### src/rtl/trapvec_pkg.sv
package trapvec_pkg;
    parameter int unsigned ADDR_W     = 32;
    parameter int unsigned NUM_TRAPS  = 48;
    parameter int unsigned OP_W       = 8;
    parameter int unsigned SLOT_WORDS = 4;
    parameter int unsigned XOP_SLOTS  = 256;
    parameter int unsigned QUAD_SIZE  = 16;
    parameter int unsigned RESET_IDX  = 7;
    parameter int unsigned MASK_LO    = 8;
    parameter int unsigned MASK_HI    = 15;

    localparam int unsigned IDX_W    = $clog2(NUM_TRAPS);
    localparam int unsigned LOG_SLOT = $clog2(SLOT_WORDS);
    localparam logic [ADDR_W-1:0] XOP_BASE  = ADDR_W'(32'o1000000);
    localparam logic [ADDR_W-1:0] TRAP_BASE = XOP_BASE + ADDR_W'(XOP_SLOTS * SLOT_WORDS);

    typedef enum logic [0:0] {
        ST_IDLE = 1'b0,
        ST_TAKE = 1'b1
    } tv_state_e;

    typedef struct packed {
        logic            valid;
        logic            is_xop;
        logic [OP_W-1:0] code;
    } tv_pick_t;
endpackage

### src/rtl/trapvec_pending.sv
module trapvec_pending
    import trapvec_pkg::*;
#(
    parameter int unsigned N_TRAPS = NUM_TRAPS,
    parameter int unsigned CODE_W  = OP_W,
    parameter int unsigned RST_IDX = RESET_IDX
) (
    input  logic               clk,
    input  logic               rst_n,
    input  logic [N_TRAPS-1:0] trap_req,
    input  logic               reset_req,
    input  logic               xop_req,
    input  logic [CODE_W-1:0]  xop_op,
    input  logic [N_TRAPS-1:0] clr_trap,
    input  logic               clr_xop,
    output logic [N_TRAPS-1:0] pend,
    output logic               xop_pend,
    output logic [CODE_W-1:0]  xop_code
);
    localparam logic [N_TRAPS-1:0] RST_BIT = N_TRAPS'(1) << RST_IDX;

    logic [N_TRAPS-1:0] pend_d;
    logic               xop_free;

    always_comb begin
        pend_d = (pend & ~clr_trap) | trap_req | (reset_req ? RST_BIT : '0);
    end

    assign xop_free = !xop_pend || clr_xop;

    always_ff @(posedge clk or negedge rst_n) begin
        if (!rst_n) begin
            pend     <= '0;
            xop_pend <= 1'b0;
            xop_code <= '0;
        end else begin
            pend <= pend_d;
            if (xop_req && xop_free) begin
                xop_pend <= 1'b1;
                xop_code <= xop_op;
            end else if (clr_xop) begin
                xop_pend <= 1'b0;
            end
        end
    end
endmodule

### src/rtl/trapvec_arbiter.sv
module trapvec_arbiter
    import trapvec_pkg::*;
#(
    parameter int unsigned N_TRAPS = NUM_TRAPS,
    parameter int unsigned CODE_W  = OP_W,
    parameter int unsigned RST_IDX = RESET_IDX,
    parameter int unsigned MLO     = MASK_LO,
    parameter int unsigned MHI     = MASK_HI
) (
    input  logic [N_TRAPS-1:0] pend,
    input  logic               xop_pend,
    input  logic [CODE_W-1:0]  xop_code,
    input  logic               en,
    output tv_pick_t           pick,
    output logic [N_TRAPS-1:0] pick_trap,
    output logic               pick_xop
);
    localparam int unsigned SEL_W = $clog2(N_TRAPS);

    logic [N_TRAPS-1:0] elig;
    logic               trap_hit;
    logic [SEL_W-1:0]   trap_sel;

    for (genvar g = 0; g < N_TRAPS; g++) begin : g_elig
        if (g >= MLO && g <= MHI) begin : g_maskable
            assign elig[g] = pend[g] & en;
        end else begin : g_fixed
            assign elig[g] = pend[g];
        end
    end

    always_comb begin
        trap_hit = 1'b0;
        trap_sel = '0;
        for (int i = N_TRAPS - 1; i >= 0; i--) begin
            if (elig[i]) begin
                trap_hit = 1'b1;
                trap_sel = SEL_W'(i);
            end
        end
        if (elig[RST_IDX]) begin
            trap_sel = SEL_W'(RST_IDX);
        end
        pick.valid  = trap_hit || xop_pend;
        pick.is_xop = !trap_hit && xop_pend;
        pick.code   = trap_hit ? CODE_W'(trap_sel) : xop_code;
        pick_trap   = trap_hit ? (N_TRAPS'(1) << trap_sel) : '0;
        pick_xop    = pick.is_xop;
    end
endmodule

### src/rtl/trapvec_vector.sv
module trapvec_vector
    import trapvec_pkg::*;
#(
    parameter int unsigned AW      = ADDR_W,
    parameter int unsigned CODE_W  = OP_W,
    parameter int unsigned SHIFT   = LOG_SLOT,
    parameter int unsigned RST_IDX = RESET_IDX,
    parameter int unsigned QSIZE   = QUAD_SIZE,
    parameter logic [AW-1:0] X_BASE = XOP_BASE,
    parameter logic [AW-1:0] T_BASE = TRAP_BASE
) (
    input  logic              is_xop,
    input  logic [CODE_W-1:0] code,
    output logic [AW-1:0]     addr,
    output logic              is_call,
    output logic              quiets_en
);
    logic [AW-1:0] base;
    logic [AW-1:0] offset;

    always_comb begin
        base      = is_xop ? X_BASE : T_BASE;
        offset    = AW'(code) << SHIFT;
        addr      = base + offset;
        is_call   = is_xop || (code != CODE_W'(RST_IDX));
        quiets_en = !is_xop && (code < CODE_W'(QSIZE));
    end
endmodule

### src/rtl/trapvec_ctrl.sv
module trapvec_ctrl
    import trapvec_pkg::*;
#(
    parameter int unsigned AW      = ADDR_W,
    parameter int unsigned N_TRAPS = NUM_TRAPS,
    parameter int unsigned CODE_W  = OP_W
) (
    input  logic               clk,
    input  logic               rst_n,
    input  logic [N_TRAPS-1:0] trap_req,
    input  logic               reset_req,
    input  logic               xop_req,
    input  logic [CODE_W-1:0]  xop_op,
    input  logic               en_wr,
    input  logic               en_wdata,
    output logic               take_o,
    output logic [AW-1:0]      vector_o,
    output logic [CODE_W-1:0]  index_o,
    output logic               is_xop_o,
    output logic               is_call_o,
    output logic               trap_en_o
);
    tv_state_e          state, state_d;
    tv_pick_t           pick;
    logic [N_TRAPS-1:0] pend, pick_trap, clr_trap;
    logic               xop_pend, pick_xop, clr_xop;
    logic [CODE_W-1:0]  xop_code;
    logic [AW-1:0]      addr;
    logic               is_call, quiets_en;
    logic               do_take;

    trapvec_pending #(
        .N_TRAPS (N_TRAPS),
        .CODE_W  (CODE_W)
    ) u_pending (
        .clk      (clk),
        .rst_n    (rst_n),
        .trap_req (trap_req),
        .reset_req(reset_req),
        .xop_req  (xop_req),
        .xop_op   (xop_op),
        .clr_trap (clr_trap),
        .clr_xop  (clr_xop),
        .pend     (pend),
        .xop_pend (xop_pend),
        .xop_code (xop_code)
    );

    trapvec_arbiter #(
        .N_TRAPS (N_TRAPS),
        .CODE_W  (CODE_W)
    ) u_arbiter (
        .pend     (pend),
        .xop_pend (xop_pend),
        .xop_code (xop_code),
        .en       (trap_en_o),
        .pick     (pick),
        .pick_trap(pick_trap),
        .pick_xop (pick_xop)
    );

    trapvec_vector #(
        .AW     (AW),
        .CODE_W (CODE_W)
    ) u_vector (
        .is_xop   (pick.is_xop),
        .code     (pick.code),
        .addr     (addr),
        .is_call  (is_call),
        .quiets_en(quiets_en)
    );

    assign do_take  = (state == ST_IDLE) && pick.valid;
    assign clr_trap = do_take ? pick_trap : '0;
    assign clr_xop  = do_take && pick_xop;

    always_comb begin
        state_d = state;
        unique case (state)
            ST_IDLE: if (pick.valid) state_d = ST_TAKE;
            ST_TAKE: state_d = ST_IDLE;
            default: state_d = ST_IDLE;
        endcase
    end

    always_ff @(posedge clk or negedge rst_n) begin
        if (!rst_n) begin
            state <= ST_IDLE;
        end else begin
            state <= state_d;
        end
    end

    always_ff @(posedge clk or negedge rst_n) begin
        if (!rst_n) begin
            take_o    <= 1'b0;
            vector_o  <= '0;
            index_o   <= '0;
            is_xop_o  <= 1'b0;
            is_call_o <= 1'b0;
            trap_en_o <= 1'b0;
        end else begin
            take_o <= do_take;
            if (do_take) begin
                vector_o  <= addr;
                index_o   <= pick.code;
                is_xop_o  <= pick.is_xop;
                is_call_o <= is_call;
            end
            if (do_take && quiets_en) begin
                trap_en_o <= 1'b0;
            end else if (en_wr) begin
                trap_en_o <= en_wdata;
            end
        end
    end
endmodule

### config.mk
export PLATFORM = sky130hd
export DESIGN_NAME = trapvec_ctrl
export DESIGN_NICKNAME = d
export VERILOG_FILES = /design/src/rtl/trapvec_pkg.sv /design/src/rtl/trapvec_pending.sv /design/src/rtl/trapvec_arbiter.sv /design/src/rtl/trapvec_vector.sv /design/src/rtl/trapvec_ctrl.sv
export SDC_FILE = /design/constraint.sdc
export NUM_CORES = 1
export LEC_CHECK = 0
export BUFFER_PORTS_ARGS = -buffer_cell sky130_fd_sc_hd__buf_2
export CAP_MARGIN = 20
export CORE_ASPECT_RATIO = 0.7
export CORE_MARGIN = 4
export CORE_UTILIZATION = 50
export CTS_BUF_LIST = sky130_fd_sc_hd__clkbuf_4 sky130_fd_sc_hd__clkbuf_8
export DETAILED_ROUTE_END_ITERATION = 7
export PLACE_DENSITY = 0.78
export RECOVER_POWER = 50
export SKIP_LAST_GASP = 1
export SLEW_MARGIN = 0
export SYNTH_ARGS = -nofsm -noshare
export SYNTH_HDL_FRONTEND = slang
export SYNTH_SLANG_ARGS = --single-unit
### constraint.sdc
create_clock -name clk -period 3.5 [get_ports clk]
set_input_delay 0 -clock clk [delete_from_list [all_inputs] [get_ports clk]]
set_output_delay 0 -clock clk [all_outputs]
set_load 0.01 [all_outputs]
# Word level (Yosys, flattened, before mapping)
# Cells that the tools add are included.
# totals
reg_bits,102
in_bits,62
output_inout_bits,44
word_cells,148
# op_classes
addsub,1
n_lt_le_gt_ge,1
n_eq_ne,1
shifts,1
n_mux,107
n_bitwise,13
reduce_logical,14
# op_table
op,count
$mux 6,48
$mux 48,2
$or 48x48->48,2
$mux 1,53
$and 48x48->48,1
$not 48->48,1
$shl 1x6->48 const A,1
$add 32x10->32,1
$mux 8,2
$mux 11,1
$and 1x1->1,8
$lt 8x5->1 const B,1
$ne 8x3->1 const B,1
$logic_and 1x1->1,6
$reduce_bool 2->1,2
$logic_not 1->1,3
$logic_or 1x1->1,3
$pmux 1 s2,1
$not 1->1,1

# Logic depth before layout (Yosys ltp)
# logic_depth
depth_word,55
depth_mapped,9
depth_no_buf,8

# By module
# A second synthesis with hierarchy kept.
# hier_totals
hier_cells,556
area_unflattened_um2,5532.8
# by_module_without_submodules
mod,n_inst,cells_per_inst,area_each_um2,seq_area_each_um2
trapvec_pending,1,165,2120.8,1426.4
trapvec_ctrl,1,148,2058.2,1101.1
trapvec_arbiter,1,205,1083.5,0.0
trapvec_vector,1,38,270.3,0.0

# Least setup slack after synthesis
# Ideal clock, no wire load.
# synth_path
path_kind,register to register
start,reg u_pending.pend[3]
end,reg u_pending.pend[39]
setup_time_ns,0.118
t_arrival_ns,2.220
required_time_ns,3.382
slack_ns,1.162
path_stages_with_launch,8
path_buffers,0
synth_period_minus_slack_ns,2.338
path_cell_list,dfrtp_1 or4_4 nor4_4 nand2_2 nor3_2 nand2_2 or4b_1 a21o_1
# synth_between
elab_chain_len,12
elab_cells_between_ends,18
cone_classes,1 x shift; 11 x mux; 4 x bitwise; 2 x reduce/logical
# synth_rtl
item,line,text
start: declaration,trapvec_pending.sv:16,"output logic [N_TRAPS-1:0] pend,"
start signal: assignment,trapvec_pending.sv:37,pend <= pend_d;
$mux 6 (4 in series),trapvec_arbiter.sv:36,if (elig[i]) begin
$mux 6,trapvec_arbiter.sv:41,if (elig[RST_IDX]) begin
$shl 1x6->48,trapvec_arbiter.sv:47,pick_trap = trap_hit ? (N_TRAPS'(1) << trap_sel) : '0;
$mux 48,trapvec_arbiter.sv:47,
$mux 48 (*),trapvec_ctrl.sv:74,assign clr_trap = do_take ? pick_trap : '0;
$not 48->48 (*),trapvec_pending.sv:26,pend_d = (pend & ~clr_trap) | trap_req | (reset_req ? RST_BIT : '0);
$and 48x48->48 (*),trapvec_pending.sv:26,
$or 48x48->48 (*) (2 in series),trapvec_pending.sv:26,
named net u_pending.pend_d[39],trapvec_pending.sv:22,logic [N_TRAPS-1:0] pend_d;
# Mark *: on every way through the listed nets, which the timed path passes. The rest lies on a longest branch.
# A chain may end at the register's enable or synchronous reset.

# Final worst setup path
# layout_path
start,reg u_pending.pend[36]
end,reg u_pending.pend[43]
# layout_between
elab_chain_len,44
elab_cells_between_ends,83
cone_classes,1 x shift; 76 x mux; 4 x bitwise; 2 x reduce/logical
# layout_rtl
item,line
$mux 6 or $mux 1 (tied branches) (36 in series),trapvec_arbiter.sv:36
$mux 6 or $mux 1 (tied branches),"trapvec_arbiter.sv:41, trapvec_arbiter.sv:36"
$shl 1x6->48 or $logic_or 1x1->1 (tied branches),"trapvec_arbiter.sv:47, trapvec_arbiter.sv:44"
$mux 48 or $logic_and 1x1->1 (tied branches),"trapvec_arbiter.sv:47, trapvec_ctrl.sv:73"
$mux 48 (*),trapvec_ctrl.sv:74
$not 48->48 (*),trapvec_pending.sv:26
$and 48x48->48 (*),trapvec_pending.sv:26
$or 48x48->48 (*) (2 in series),trapvec_pending.sv:26
named net u_pending.pend_d[43],trapvec_pending.sv:22
# Marked as above.

==> impl_metrics.env <==
export IMPL_status="complete, no violations"
export IMPL_grt_use_total_pct=25.2
export IMPL_grt_pass1_wl_um=18000
export IMPL_final_max_slew_viol_count=0
export IMPL_finalNonFillerCells=690
export IMPL_drt_pass1_iterations=5
export IMPL_max_slew_margin_pct=12.0
export IMPL_drive_gt1_share_pct=17.1
export IMPL_hold_path_class="input port to flop"
export IMPL_final_hold_viol_count=0
export IMPL_synth_xor_area_share_pct=0
export IMPL_ys_warn_count=0
export IMPL_met1_length_um=5230
export IMPL_final_area_um2=5050
export IMPL_power_internal_mw=1.26
export IMPL_rsz0062_at_grt="false"
export IMPL_grt_pass1_vias=3580
export IMPL_period_minus_slack_ns=2.78
export IMPL_synth_area_leader_cell="dfrtp_1"
export IMPL_clockBufferDepth=2
export IMPL_synth_cells=439
export IMPL_cp_arrival_ns=3.01
export IMPL_die_area_um2=9170
export IMPL_ys_async_sr_fraction_pct=100
export IMPL_synthesis_area_um2=3840
export IMPL_ir_worst_vdd_v=0.000165
export IMPL_setup_viol=0
export IMPL_power_leakage_nw=2.04
export IMPL_detail_route_antenna_nets=0
export IMPL_drtIter0Drc=317
export IMPL_grt_max_degree=49
export IMPL_vias=3807
export IMPL_yosys_area_top_type_share_pct=46.3
export IMPL_io_pins=106
export IMPL_synth_fa_ha_area_share_pct=0
export IMPL_yosys_area_share_simple_pct=24.4
export IMPL_comb_power_share_pct=8.8
export IMPL_start_util_pct=52.0
export IMPL_ys_ff_latch=71
export IMPL_die_h_um=81.3
export IMPL_post_dp_cell_area_um2=4270
export IMPL_cp_required_ns=3.73
export IMPL_ys_seq_area_share_pct=46.3
export IMPL_postCtsSetupBuffers=0
export IMPL_end_kind="flop"
export IMPL_routed_top_layer="met4"
export IMPL_drc=0
export IMPL_clock_sinks=71
export IMPL_htree_num_levels=3
export IMPL_synth_edff_count=0
export IMPL_setup_tns_ns=0
export IMPL_overflow=0
export IMPL_max_freq_ghz=0.360
export IMPL_rows=26
export IMPL_synthMuxAreaShare_pct=2.61
export IMPL_areaGrowthSynthToFinish_pct=31.6
export IMPL_dr_wl_met2_um=5090
export IMPL_synth_top_family_by_area="simple AND/OR/NAND/NOR gates"
export IMPL_port_buffers=83
export IMPL_place_gp_congestion=0.955
export IMPL_dpl_cell_count=612
export IMPL_avgSynthCellArea_um2=8.75
export IMPL_clock_power_share_pct=40.6
export IMPL_r2r_slack_ns=0.72
export IMPL_cp_start_kind="flop"
export IMPL_dp_hpwl_um=8210
export IMPL_skew_ns=0.0105
export IMPL_wire_per_inst_um=16.7
export IMPL_synth_cell_types=57
export IMPL_reg2reg_from="u_pending.pend[36]"
export IMPL_cts_root_buffer="clkbuf_8"
export IMPL_critical_path_max_fanout=15
export IMPL_ctsResizeCount=0
export IMPL_die_w_um=113
export IMPL_crit_end="u_pending.pend[43]"
export IMPL_max_slew_worst_pin_slew_ns=1.32
export IMPL_p_per_area_nw_per_um2=324
export IMPL_final_net_count=649
export IMPL_antenna_found_initial=0
export IMPL_wl_met3_um=909
export IMPL_wirelength_um=11500
export IMPL_n_antenna_cell=0
export IMPL_cts_made_buffers=9
export IMPL_cts_tree="built"
export IMPL_reg2reg_to="u_pending.pend[43]"
export IMPL_synth_compound_area_share_pct=18.3
export IMPL_ys_flop_type="dfrtp_1"
export IMPL_fin_crit_sh_pct=79.4
export IMPL_cts_clk_slew_worst_paths_ns=0.07
export IMPL_hold_ws_ns=0.376
export IMPL_p_switching_uw=375
export IMPL_critPathKind="flop to flop"
export IMPL_max_cap_violations=0
export IMPL_crit_start="u_pending.pend[36]"
export IMPL_seqPwrFrac_pct=50.6
export IMPL_clk_latency_ns=0.35
export IMPL_reg2reg_depth=9
export IMPL_synth_area_leaders="dfrtp_1 46%, nor2_1 10%, a21oi_1 6.3%"
export IMPL_coreArea_um2=7380
export IMPL_via_per_inst=5.52
export IMPL_switching_share_pct=22.9
[worst max-delay path, cell delays in order (launching register included)]
cell,delay (ns)
dfrtp_1,0.42
or3_1,0.38
a221oi_1,0.26
o21ai_1,0.17
a211oi_1,0.28
o21ai_1,0.13
buf_4,0.23
nor4_2,0.46
buf_4,0.24
a31oi_1,0.09
[layer usage]
layer  GRT usage [%]  vias up
li1                -     1810
met1            35.4     1800
met2            38.1      170
met3            6.11       27
met4            9.48        0
met5               0        -
[cell usage after synthesis (2+ instances only)]
master and n:
nor2b_1 4, nor3_1 15, a221oi_1 2, clkbuf_1 6, nand3_1 2, nand4_1 2
nor3_2 2, a31oi_1 14, inv_1 16, nand2_1 12, or4_1 5, o21ai_1 10
nor4_2 2, mux2_1 8, a21o_1 2, nor4_1 10, and2_1 2, nand2b_1 9
o41ai_1 4, o21ai_0 5, o211ai_1 2, a211oi_1 3, nor3b_2 2, o31ai_1 3
buf_4 30, a21oi_1 48, or3_1 6, nor2_1 106, o21bai_1 3, nand2_2 3
a22o_1 2, o21a_1 4, dfrtp_1 71
[worst min path at each step]
stage                         start                 end  cells after the start
after detailed placement      rst_n  u_pending.pend[15]                      1
final                     reset_req   u_pending.pend[7]                      3
after floorplan               rst_n          index_o[0]                      0
after CTS                     rst_n          index_o[0]                      2
after global placement        rst_n  u_pending.pend[13]                      1
after global routing      reset_req   u_pending.pend[7]                      3
[state kept, by name, indices dropped and copies added (netlist names)]
register            count
u_pending.xop_code      8
is_xop_o                1
is_call_o               1
index_o                 7
u_pending.pend         48
u_pending.xop_pend      1
state                   1
vector_o                3
trap_en_o               1
[area by class of cell]
class                   count  area (um2)
flip-flops and latches     71        1780
fillers                   566        2330
clock inverters             4        45.0
inverters                  17        63.8
multi-input cells         334        1820
well taps                  98         123
repair buffers            154        1070
clock buffers              12         153
[what timing repair did]
action	4_1_cts	5_1_grt
endpoints found under the hold margin	81	0
hold buffers	61	0
setup endpoints to repair	0	0
[cell usage in the layout, fill, tap and decap left out, types with 3 or more instances in the layout]
master / instances
nor4_1: 10
nand2_2: 3
clkbuf_8: 10
nand2_1: 12
buf_4: 9
or4_1: 5
nand2b_1: 9
nor3_1: 15
o21ai_1: 10
conb_1: 22
buf_2: 60
clkbuf_1: 23
a211oi_1: 3
o21bai_1: 3
mux2_1: 8
nor2_1: 106
dlygate4sd3_1: 61
o41ai_1: 4
a21oi_1: 48
o31ai_1: 3
o21ai_0: 5
nor2b_1: 4
or3_1: 6
a31oi_1: 14
o21a_1: 4
inv_1: 16
dfrtp_1: 71
clkinv_2: 3
[through the flow]
step | utilization (%) | power [mW] | setup WS (ns)
2_1_floorplan | - | 0.886 | 1.16
3_3_place_gp | 57.8 | 0.932 | 0.492
3_5_place_dp | 57.8 | 0.933 | 0.364
4_1_cts | 68.8 | 1.64 | 0.357
5_1_grt | 68.4 | 1.69 | 0.534
6_report | 68.4 | 1.64 | 0.722
[kinds of logic after synthesis]
family          Yosys count
buf+inv                  55
mux                       9
compound gates          114
flops                    71
other cells               1
simple gates            189
[power by group through the flow]
stage	Clock (mW)	Combinational (mW)	Sequential, mW
2_1_floorplan	0	0.0445	0.841
4_1_cts	0.669	0.143	0.827
3_3_place_gp	0	0.0892	0.843
5_1_grt	0.705	0.159	0.827
6_report	0.664	0.144	0.827
3_5_place_dp	0	0.0903	0.843
No activity file was read; power rests on OpenSTA's default activity.
